<file path="src/rtl/scCorePkg.sv">
package scCorePkg;

  localparam int XLEN     = 32;
  localparam int NUM_REGS = 32;
  localparam int REG_AW   = $clog2(NUM_REGS);
  localparam int SHAMT_W  = $clog2(XLEN);
  localparam int IMM_W    = 16;
  localparam int JIDX_W   = 26;
  localparam int LINK_REG = NUM_REGS - 1;

  // opcodes
  localparam logic [5:0] OP_REG  = 6'b000000;
  localparam logic [5:0] OP_ADDI = 6'b001000;
  localparam logic [5:0] OP_SUBI = 6'b001001;
  localparam logic [5:0] OP_SLTI = 6'b001010;
  localparam logic [5:0] OP_ANDI = 6'b001100;
  localparam logic [5:0] OP_ORI  = 6'b001101;
  localparam logic [5:0] OP_LW   = 6'b100011;
  localparam logic [5:0] OP_SW   = 6'b101011;
  localparam logic [5:0] OP_BEQ  = 6'b000100;
  localparam logic [5:0] OP_BNE  = 6'b000101;
  localparam logic [5:0] OP_J    = 6'b000010;
  localparam logic [5:0] OP_JAL  = 6'b000011;

  // function codes for OP_REG
  localparam logic [5:0] FN_ADD = 6'b100000;
  localparam logic [5:0] FN_SUB = 6'b100010;
  localparam logic [5:0] FN_AND = 6'b100100;
  localparam logic [5:0] FN_OR  = 6'b100101;
  localparam logic [5:0] FN_XOR = 6'b100110;
  localparam logic [5:0] FN_SLT = 6'b101010;
  localparam logic [5:0] FN_SLL = 6'b000000;
  localparam logic [5:0] FN_SRL = 6'b000010;
  localparam logic [5:0] FN_SRA = 6'b000011;
  localparam logic [5:0] FN_JR  = 6'b001000;

  typedef enum logic [3:0] {
    ALU_ADD, ALU_SUB, ALU_AND, ALU_OR, ALU_XOR,
    ALU_SLT, ALU_SLL, ALU_SRL, ALU_SRA
  } aluOp_e;

  typedef enum logic [1:0] { DST_RT, DST_RD, DST_LINK } dstSel_e;
  typedef enum logic [1:0] { WB_ALU, WB_MEM, WB_LINK } wbSel_e;

  // strobes from control to datapath
  typedef struct packed {
    logic    regWrite;
    dstSel_e dstSel;
    wbSel_e  wbSel;
    logic    useImm;
    logic    zeroExt;
    logic    memWrite;
    logic    brEq;
    logic    brNe;
    logic    jump;
    logic    jumpReg;
    aluOp_e  aluOp;
  } ctrl_t;

endpackage

</file>
<file path="src/rtl/scRegFile.sv">
module scRegFile
  import scCorePkg::*;
#(
  parameter int WIDTH = XLEN,
  parameter int DEPTH = NUM_REGS,
  localparam int AW   = $clog2(DEPTH)
) (
  input  logic             clk,
  input  logic             rst,
  input  logic [AW-1:0]    rdAddrA,
  input  logic [AW-1:0]    rdAddrB,
  output logic [WIDTH-1:0] rdDataA,
  output logic [WIDTH-1:0] rdDataB,
  input  logic             wrEn,
  input  logic [AW-1:0]    wrAddr,
  input  logic [WIDTH-1:0] wrData
);

  logic [WIDTH-1:0] regs [DEPTH];

  // entry 0 is cleared by reset and never written afterwards
  always_ff @(posedge clk) begin
    if (rst) begin
      for (int i = 0; i < DEPTH; i++) regs[i] <= '0;
    end else if (wrEn && (wrAddr != '0)) begin
      regs[wrAddr] <= wrData;
    end
  end

  assign rdDataA = regs[rdAddrA];
  assign rdDataB = regs[rdAddrB];

  // register zero reads back as zero on both ports
  a_r11_zero_port_a: assert property (@(posedge clk) disable iff (rst)
    (rdAddrA == '0) |-> (rdDataA == '0));
  a_r11_zero_port_b: assert property (@(posedge clk) disable iff (rst)
    (rdAddrB == '0) |-> (rdDataB == '0));

endmodule

</file>
<file path="src/rtl/scAlu.sv">
module scAlu
  import scCorePkg::*;
#(
  parameter int WIDTH = XLEN,
  localparam int SW   = $clog2(WIDTH)
) (
  input  aluOp_e           op,
  input  logic [WIDTH-1:0] a,
  input  logic [WIDTH-1:0] b,
  input  logic [SW-1:0]    shamt,
  output logic [WIDTH-1:0] y
);

  always_comb begin
    unique case (op)
      ALU_ADD: y = a + b;
      ALU_SUB: y = a - b;
      ALU_AND: y = a & b;
      ALU_OR:  y = a | b;
      ALU_XOR: y = a ^ b;
      ALU_SLT: y = WIDTH'($signed(a) < $signed(b));
      ALU_SLL: y = b << shamt;
      ALU_SRL: y = b >> shamt;
      ALU_SRA: y = $signed(b) >>> shamt;
      default: y = '0;
    endcase
  end

endmodule

</file>
<file path="src/rtl/scControl.sv">
module scControl
  import scCorePkg::*;
(
  input  logic       clk,
  input  logic       rst,
  input  logic [5:0] opcode,
  input  logic [5:0] funct,
  output ctrl_t      ctrl
);

  always_comb begin
    ctrl = '0;
    unique case (opcode)
      OP_REG: begin
        ctrl.regWrite = 1'b1;
        ctrl.dstSel   = DST_RD;
        unique case (funct)
          FN_ADD: ctrl.aluOp = ALU_ADD;
          FN_SUB: ctrl.aluOp = ALU_SUB;
          FN_AND: ctrl.aluOp = ALU_AND;
          FN_OR:  ctrl.aluOp = ALU_OR;
          FN_XOR: ctrl.aluOp = ALU_XOR;
          FN_SLT: ctrl.aluOp = ALU_SLT;
          FN_SLL: ctrl.aluOp = ALU_SLL;
          FN_SRL: ctrl.aluOp = ALU_SRL;
          FN_SRA: ctrl.aluOp = ALU_SRA;
          FN_JR: begin
            ctrl.regWrite = 1'b0;
            ctrl.jumpReg  = 1'b1;
          end
          default: ctrl.regWrite = 1'b0;
        endcase
      end
      OP_ADDI, OP_SUBI, OP_SLTI, OP_ANDI, OP_ORI: begin
        ctrl.regWrite = 1'b1;
        ctrl.dstSel   = DST_RT;
        ctrl.useImm   = 1'b1;
        ctrl.zeroExt  = (opcode == OP_ANDI) || (opcode == OP_ORI);
        unique case (opcode)
          OP_SUBI: ctrl.aluOp = ALU_SUB;
          OP_SLTI: ctrl.aluOp = ALU_SLT;
          OP_ANDI: ctrl.aluOp = ALU_AND;
          OP_ORI:  ctrl.aluOp = ALU_OR;
          default: ctrl.aluOp = ALU_ADD;
        endcase
      end
      OP_LW: begin
        ctrl.regWrite = 1'b1;
        ctrl.dstSel   = DST_RT;
        ctrl.wbSel    = WB_MEM;
        ctrl.useImm   = 1'b1;
        ctrl.aluOp    = ALU_ADD;
      end
      OP_SW: begin
        ctrl.useImm   = 1'b1;
        ctrl.memWrite = 1'b1;
        ctrl.aluOp    = ALU_ADD;
      end
      OP_BEQ: ctrl.brEq = 1'b1;
      OP_BNE: ctrl.brNe = 1'b1;
      OP_J:   ctrl.jump = 1'b1;
      OP_JAL: begin
        ctrl.jump     = 1'b1;
        ctrl.regWrite = 1'b1;
        ctrl.dstSel   = DST_LINK;
        ctrl.wbSel    = WB_LINK;
      end
      default: ctrl = '0;
    endcase
  end

  // a store never also writes the register file
  a_r7_store_no_regwrite: assert property (@(posedge clk) disable iff (rst)
    ctrl.memWrite |-> !ctrl.regWrite);
  // load write-back and store are mutually exclusive
  a_r7_load_store_exclusive: assert property (@(posedge clk) disable iff (rst)
    $onehot0({ctrl.memWrite, ctrl.wbSel == WB_MEM}));
  // only a jump-and-link targets the link register
  a_r9_link_only_on_jump: assert property (@(posedge clk) disable iff (rst)
    (ctrl.dstSel == DST_LINK) |-> (ctrl.jump && ctrl.regWrite));

endmodule

</file>
<file path="src/rtl/scDatapath.sv">
module scDatapath
  import scCorePkg::*;
(
  input  logic              clk,
  input  logic              rst,
  input  ctrl_t             ctrl,
  input  logic [JIDX_W-1:0] instrLow,
  input  logic [XLEN-1:0]   memRdData,
  output logic [XLEN-1:0]   pc,
  output logic [XLEN-1:0]   memAddr,
  output logic [XLEN-1:0]   memWrData
);

  localparam int PAD_J = XLEN - JIDX_W - 2;
  localparam int PAD_I = XLEN - IMM_W;

  logic [REG_AW-1:0]  rsField, rtField, rdField, rdAddrA, wrAddr;
  logic [SHAMT_W-1:0] shamt;
  logic [IMM_W-1:0]   imm;
  logic [XLEN-1:0]    pcPlus4, rsData, rtData, immSext, immZext, aluB, aluY;
  logic [XLEN-1:0]    wrData, brTarget, jTarget, nextPc;
  logic               rsEqRt, brTaken;

  assign rsField = instrLow[25:21];
  assign rtField = instrLow[20:16];
  assign rdField = instrLow[15:11];
  assign shamt   = instrLow[10:6];
  assign imm     = instrLow[IMM_W-1:0];

  assign immSext = {{PAD_I{imm[IMM_W-1]}}, imm};
  assign immZext = {{PAD_I{1'b0}}, imm};
  assign aluB    = ctrl.useImm ? (ctrl.zeroExt ? immZext : immSext) : rtData;

  // register-indirect jump always reads the link register
  assign rdAddrA = ctrl.jumpReg ? REG_AW'(LINK_REG) : rsField;

  scRegFile #(.WIDTH(XLEN), .DEPTH(NUM_REGS)) u_regFile (
    .clk     (clk),
    .rst     (rst),
    .rdAddrA (rdAddrA),
    .rdAddrB (rtField),
    .rdDataA (rsData),
    .rdDataB (rtData),
    .wrEn    (ctrl.regWrite),
    .wrAddr  (wrAddr),
    .wrData  (wrData)
  );

  scAlu #(.WIDTH(XLEN)) u_alu (
    .op    (ctrl.aluOp),
    .a     (rsData),
    .b     (aluB),
    .shamt (shamt),
    .y     (aluY)
  );

  always_comb begin
    unique case (ctrl.dstSel)
      DST_RD:   wrAddr = rdField;
      DST_LINK: wrAddr = REG_AW'(LINK_REG);
      default:  wrAddr = rtField;
    endcase
  end

  always_comb begin
    unique case (ctrl.wbSel)
      WB_MEM:  wrData = memRdData;
      WB_LINK: wrData = pcPlus4;
      default: wrData = aluY;
    endcase
  end

  // next-PC selection
  assign pcPlus4  = pc + XLEN'(4);
  assign brTarget = pcPlus4 + (immSext << 2);
  assign jTarget  = {{PAD_J{1'b0}}, instrLow, 2'b00};
  assign rsEqRt   = (rsData == rtData);
  assign brTaken  = (ctrl.brEq && rsEqRt) || (ctrl.brNe && !rsEqRt);

  always_comb begin
    if (ctrl.jumpReg)   nextPc = rsData;
    else if (ctrl.jump) nextPc = jTarget;
    else if (brTaken)   nextPc = brTarget;
    else                nextPc = pcPlus4;
  end

  always_ff @(posedge clk) begin
    if (rst) pc <= '0;
    else     pc <= nextPc;
  end

  assign memAddr   = aluY;
  assign memWrData = rtData;

  // the first cycle after reset executes address 0
  a_r1_pc_after_reset: assert property (@(posedge clk) disable iff (rst)
    $past(rst) |-> (pc == '0));
  // straight-line instructions step the PC by one word
  a_r1_sequential_step: assert property (@(posedge clk) disable iff (rst)
    (!ctrl.jump && !ctrl.jumpReg && !ctrl.brEq && !ctrl.brNe)
      |=> (pc == $past(pc) + 32'd4));
  // a taken branch lands on PC+4 plus the scaled offset
  a_r8_branch_target: assert property (@(posedge clk) disable iff (rst)
    ((ctrl.brEq && rsData == rtData) || (ctrl.brNe && rsData != rtData))
      |=> (pc == $past(pc) + 32'd4 +
           {{14{$past(instrLow[15])}}, $past(instrLow[15:0]), 2'b00}));
  // a jump lands on the scaled index
  a_r9_jump_target: assert property (@(posedge clk) disable iff (rst)
    ctrl.jump |=> (pc == {4'b0000, $past(instrLow), 2'b00}));
  // register jump lands on the value that register 31 held
  a_r10_jr_target: assert property (@(posedge clk) disable iff (rst)
    ctrl.jumpReg |=> (pc == $past(rsData)));

endmodule

</file>
<file path="src/rtl/scCore.sv">
module scCore
  import scCorePkg::*;
(
  input  logic        clk,
  input  logic        rst,
  output logic [31:0] pcOut,
  input  logic [31:0] instrIn,
  output logic [31:0] memAddr,
  output logic [31:0] memWrData,
  input  logic [31:0] memRdData,
  output logic        memWrite
);

  ctrl_t ctrl;

  scControl u_control (
    .clk    (clk),
    .rst    (rst),
    .opcode (instrIn[31:26]),
    .funct  (instrIn[5:0]),
    .ctrl   (ctrl)
  );

  scDatapath u_datapath (
    .clk       (clk),
    .rst       (rst),
    .ctrl      (ctrl),
    .instrLow  (instrIn[JIDX_W-1:0]),
    .memRdData (memRdData),
    .pc        (pcOut),
    .memAddr   (memAddr),
    .memWrData (memWrData)
  );

  assign memWrite = ctrl.memWrite;

endmodule

</file>
<file path="config.mk">
export PLATFORM = sky130hd
export DESIGN_NAME = scCore
export DESIGN_NICKNAME = d
export VERILOG_FILES = /design/src/rtl/scCorePkg.sv /design/src/rtl/scRegFile.sv /design/src/rtl/scAlu.sv /design/src/rtl/scControl.sv /design/src/rtl/scDatapath.sv /design/src/rtl/scCore.sv
export SDC_FILE = /design/constraint.sdc
export NUM_CORES = 2
export LEC_CHECK = 0
export BUFFER_PORTS_ARGS = -buffer_cell sky130_fd_sc_hd__clkbuf_2
export CAP_MARGIN = 30
export CORE_MARGIN = 1.5
export CORE_UTILIZATION = 40
export CTS_CLUSTER_DIAMETER = 50
export DETAILED_ROUTE_END_ITERATION = 10
export SYNTH_ARGS = -nofsm -noshare
export SYNTH_HDL_FRONTEND = slang
export SYNTH_SLANG_ARGS = --single-unit
</file>
<file path="constraint.sdc">
create_clock -name clk -period 7.2 [get_ports clk]
set_clock_uncertainty 0.05 [all_clocks]
set_input_delay 1.08 -clock clk [delete_from_list [all_inputs] [get_ports clk]]
set_output_delay 1.08 -clock clk [all_outputs]
set_load 0.02 [all_outputs]
</file>
## Word level (Yosys, flattened, before mapping)

Memories as Yosys holds them, arrays and structs flattened.
Cells that the tools add are included.

- Add/sub/neg operators: 4
- $lt $le $gt $ge: 1
- Equality and inequality tests: 33
- Shifts and indexed selects: 3
- Multiplexer cells: 31
- Bitwise gates (word level): 3
- Reduce and logical (&&, ||, !) cells: 16

Operator list:

| cell | count |
|---|---|
| 32-bit case mux with 9 select lines | 1 |
| 32-bit 2-to-1 mux | 6 |
| 32-bit adder | 2 |
| 32-bit case mux with 2 select lines | 1 |
| 6-bit == test, second input constant | 8 |
| 6-bit by 4-bit == test with 1-bit output, second input constant | 6 |
| 32-bit by 3-bit adder with 32-bit output, second input constant | 1 |
| 32-bit AND | 1 |
| 32-bit == test | 1 |
| 32-bit less-than comparator | 1 |
| 32-bit bitwise OR | 1 |
| 4-bit case mux with 8 select lines | 1 |
| 32-bit OR reduction | 1 |
| 32-bit by 5-bit left shift with 32-bit output | 1 |
| 32-bit by 5-bit >> shifter with 32-bit output | 1 |
| 32-bit by 5-bit >>> shifter with 32-bit output | 1 |
| 32-bit subtractor | 1 |
| 32-bit bitwise XOR | 1 |
| 6-bit by 2-bit == test with 1-bit output, second input constant | 4 |
| 4-bit by 3-bit == test with 1-bit output, second input constant | 4 |
| 1-bit 2-to-1 mux | 15 |
| 6-bit by 3-bit == test with 1-bit output, second input constant | 2 |
| 6-bit logical NOT | 2 |
| 3-bit case mux with 4 select lines | 1 |
| other kinds (20) | 27 |

- Register bits after elaboration: 32
- Memory bits (writable): 1,024
- Input port bits: 66
- Logic and storage cells: 93
- Memories kept: 1

Memories:

| memory | depth | bits a word | rd ports | clocked after Yosys merged registers in | write ports | line | source |
|---|---|---|---|---|---|---|---|
| u_datapath.u_regFile.regs | 32 | 32 | 2 | 0 | 32 | scRegFile.sv:19 | `logic [WIDTH-1:0] regs [DEPTH];` |

## Longest topological paths before layout

- Depth after elaboration: 13
- Gate-level depth with buffers: 28
- Depth with buffers taken out: 20

## Modules after synthesis

Synthesis repeated with hierarchy kept, for this count alone.

- Cells, all modules: 6,689
- Area total of the unflattened synthesis: 70,348.7 um^2

Modules (own cells, without submodules):

| module | times used | cells an instance | area each (um^2) | sequential area each (um^2) |
|---|---|---|---|---|
| scRegFile | 1 | 4,605 | 55,888.6 | 30,749.5 |
| scAlu | 1 | 1,275 | 8,724.6 | 0.0 |
| scDatapath | 1 | 744 | 5,286.3 | 640.6 |
| scControl | 1 | 65 | 449.2 | 0.0 |

## Worst setup path before layout

OpenSTA, ideal clock, no wires.

- Path type: input to output
- Start: input instrIn[21]
- End: output memAddr[30]
- Arrival time: 6,132 ps
- Data required time: 6,070 ps
- Setup slack: -62 ps
- Stages: 23
- Path buffers: 5
- Cell sequence: buf_4 buf_4 buf_4 buf_4 buf_2 mux2_2 a221oi_1 a211oi_1 nor4_2 inv_1 ha_1 fa_1 a21o_1 a21oi_1 o21ai_0 a21oi_1 a21oi_1 o211ai_1 a21oi_1 a31oi_1 mux2i_1 a311o_1 or2_2

- Longest elaborated chain between the ends: 4

Ends and longest elaborated chain:

| element | line | source |
|---|---|---|
| start, declared | scCore.sv:7 | `input logic [31:0] instrIn,` |
| 5-bit 2-to-1 mux (*) | scDatapath.sv:35 | `assign rdAddrA = ctrl.jumpReg ? REG_AW'(LINK_REG) : rsField;` |
| memory 32 x 32 bit (*) | - |  |
| 32-bit subtractor, or another cell as far along | scAlu.sv:17 | `ALU_SUB: y = a - b;` |
| 32-bit case mux with 9 select lines (*) | scAlu.sv:15 | `unique case (op)` |
| end, declared | scCore.sv:8 | `output logic [31:0] memAddr,` |

Every way passes the cells marked *; elsewhere a longest branch is shown, timed or not.

## Worst setup path in the final report

- Start: input instrIn[2]
- End: output memAddr[27]

- Longest elaborated chain between the ends: 7

Ends and longest elaborated chain:

| element | line | source |
|---|---|---|
| 6-bit by 4-bit == test with 1-bit output | scControl.sv:17 | `unique case (funct)` |
| 1-bit 2-to-1 mux | scControl.sv:17 |  |
| 1-bit 2-to-1 mux | scControl.sv:13 | `unique case (opcode)` |
| 5-bit 2-to-1 mux | scDatapath.sv:35 |  |
| memory 32 x 32 bit | - |  |
| 32-bit subtractor, or another cell as far along | scAlu.sv:17 |  |
| 32-bit case mux with 9 select lines (*) | scAlu.sv:15 |  |

Marked as above.

==> flow_summary.json <==
{
  "syn_area_um2": 67900,
  "core_area_um2": 169000,
  "critPathSlowestCell": "or4b_4",
  "port_buffers": 162,
  "start_util_pct": 40.2,
  "cp_top_family": "simple AND/OR/NAND/NOR gates",
  "vias": 61600,
  "max_slew_margin_pct": 25.7,
  "die_width_um": 415,
  "grt_pass1_vias": 59400,
  "hold_viol_final": 0,
  "fin_crit_ns": 7.50,
  "h-tree-depth": 3,
  "p_total_mw": 20.6,
  "peakVddDrop_mv": 0.208,
  "leakage_nw": 32.6,
  "post_synth.cell_area_avg_um2": 11.2,
  "drive_gt1_share_pct": 32.9,
  "synth_ff_type": "edfxtp_1",
  "die_area_um2": 172000,
  "io_pins": 163,
  "netlist_top_cells_area": "edfxtp_1, mux4_2, nor2_1, mux2i_1, ha_1",
  "start_kind": "primary input",
  "hpwl_um": 246000,
  "synth-edff-count": 1024,
  "end_kind": "primary output",
  "max_clock_freq_mhz": 133,
  "die_h_um": 415,
  "yosys_warnings": 0,
  "fin_ws_ns": -0.299,
  "viasPerCell": 6.66,
  "wl_per_cell_um": 36.1,
  "min_path_type": "register to register",
  "setup_viol": 8,
  "ys_ff_latch": 1056,
  "drt-total-wl_um": 334000,
  "async_reset_ff_share_pct": 0,
  "yosysTopAreaCellShare_pct": 45.3,
  "overflow": 0,
  "crit_fanout": 10,
  "gp_congestion": 1.07,
  "grt_usage_pct": 37.7,
  "filler_cell_count": 15000,
  "clock_sinks": 1056,
  "mostFrequentLayoutCell": "nor2_1",
  "area_growth_pct": 24.0,
  "antenna_found_initial": 15,
  "seq_area_frac_synth_pct": 46.2,
  "layout_worst_path_cycle_share_pct": 104,
  "rsz0062_at_grt": "yes",
  "cts-buffers-inserted": 116,
  "layout_common_cells": "nor2_1, edfxtp_1, buf_4",
  "crit_type": "primary input to primary output",
  "path_common_cell": "buf_4",
  "syn_inst": 6084,
  "grt_start_max_net_pins": 56,
  "grt_first_pass_wirelength_um": 461000,
  "slew_violations": 0,
  "layout.nets": 7123,
  "place_worst_setup_slack_ns": -0.816,
  "drt_iter0_drc": 9225,
  "path_clk_slew_ns": 0.06,
  "synth_cell_types": 107,
  "required_ns": 6.07,
  "drt-pass1-iter-count": 6,
  "worst_pin_slew_ns": 1.11,
  "cts_root_buf": "clkbuf_16",
  "drtAntennaViolNets": 0,
  "maxCapViolations": 0,
  "slowest_delay_ns": 0.58,
  "outcome": "finished, violations left",
  "drc": 0,
  "num_rows": 151,
  "violations": "negative setup slack",
  "worstSkewPairLatency_ns": 0.80,
  "powerDensity_nw_per_um2": 244,
  "path_cells": "buf_6, or4b_4, nor4_4, buf_4, buf_12, buf_4, nor2_2, and3_1, and4b_4, buf_4, ha_1, nand2b_1, a21oi_1, o21ai_0, o21a_1, nand4_1, a311o_2, a21oi_4, o21ai_2, and3_1, o32a_1, or3_4, clkbuf_8",
  "cts_tree": "yes",
  "clock_path_buffers": 3,
  "cp_num_buf_inv": 6,
  "synth_area_leader_cell": "edfxtp_1",
  "crit_arrival_ns": 6.37
}
through the flow:
| step | instance area, um2 | hold slack (ns) | util, % | setup TNS [ns] | std cells |
|---|---|---|---|---|---|
| 2_1_floorplan | 68100 | 0.419 | - | 0 | 6115 |
| 3_3_place_gp | 78800 | 0.482 | 46.6 | -41.09 | 8974 |
| 3_5_place_dp | 78800 | 0.478 | 46.6 | -52.62 | 8976 |
| 4_1_cts | 83200 | 0.485 | 49.2 | -1.02 | 9211 |
| 5_1_grt | 84300 | 0.511 | 49.8 | -2.17 | 9236 |
| 6_report | 84300 | 0.471 | 49.8 | -1.19 | 9239 |
routing by layer:
layer  vias to the layer above  part of all wire (%)  track usage, %
li1                      25000                     -               -
met1                     30700                    35            46.6
met3                      1110                    12            9.12
met5                         -                 0.034               0
met2                      4722                    45            58.4
met4                        18                   8.4            26.0
what timing repair did:
item	in CTS	in global routing
pin swaps	48	66
hold endpoints to repair	0	0
cloned	0	2
setup endpoints to repair	24	28
hold buffers	0	0
buffers inserted	20	25
gates resized for setup	118	187
sequential cells by signal, indices dropped and copies added, names as in the netlist:
| signal | count |
|---|---|
| u_datapath.u_regFile.regs | 1024 |
| u_datapath.pc | 32 |
final cells by class:
class / count / area, um2 / share of cell area, %
repair buffers: 1259 / 10600 / 12.6
diodes: 3 / 7.51 / 0.00891
multi-input cells: 4339 / 35100 / 41.7
inverters: 149 / 562 / 0.667
well taps: 2218 / 2780 / 3.29
clock inverters: 87 / 803 / 0.953
clock buffers: 128 / 2950 / 3.50
flip-flops and latches: 1056 / 31400 / 37.2
Yosys cell counts (all sizes together), types with 27 or more instances:
master and number:
a221o 60, mux2 125, a221oi 52, and3 30, o2111ai 27, a21o 65
o31ai 31, o221ai 126, buf 211, o21ai 177, mux4 379, o211ai 59
nand4 31, nand2 325, nand2b 59, a21oi 225, nor4 39, dfxtp 32
a31oi 32, a22oi 56, nor2 1211, ha 133, a211oi 66, o21a 31
clkbuf 361, edfxtp 1024, nand3 75, mux2i 286, xnor2 69, inv 145
o22ai 55, nor3 93
report_power, final:
group | switching [mW] | internal, mW | total, mW
logic | 4.64 | 2.84 | 7.48
clock network | 2.72 | 3.30 | 6.02
registers | 0.142 | 6.96 | 7.10
tightest hold or removal path, stage by stage, from the launching register on:
cell	delay [ns]
dfxtp_1	0.34
nand3_1	0.08
a21oi_1	0.06
worst paths after layout:
check / start / endpoint / slack [ns] / cells after the start
max: instrIn[2] / memAddr[27] / -0.30 / 23
min reg2reg: u_datapath.pc[1]$_SDFFE_PP0P_ / u_datapath.pc[1]$_SDFFE_PP0P_ / 0.47 / 2
max reg2reg: u_datapath.u_regFile.regs[31][0]$_SDFFCE_PN0P_ / u_datapath.u_regFile.regs[6][29]$_SDFFCE_PN0P_ / 1.11 / 27
min: u_datapath.pc[1]$_SDFFE_PP0P_ / u_datapath.pc[1]$_SDFFE_PP0P_ / 0.47 / 2
logic make-up (layout without fill, tap and decap cells):
logic type,after synthesis,count (layout),share of synthesized area (%)
compound gates,1283,1283,13.8
xor+xnor,86,86,1.11
fa+ha+maj,136,136,2.54
buf+inv,721,1623,4.58
flops,1056,1056,46.2
mux,790,790,18.8
other cells,1,35,0.00552
simple gates,2011,2012,13.0
Note: power is estimated with default switching activity, not from simulation.
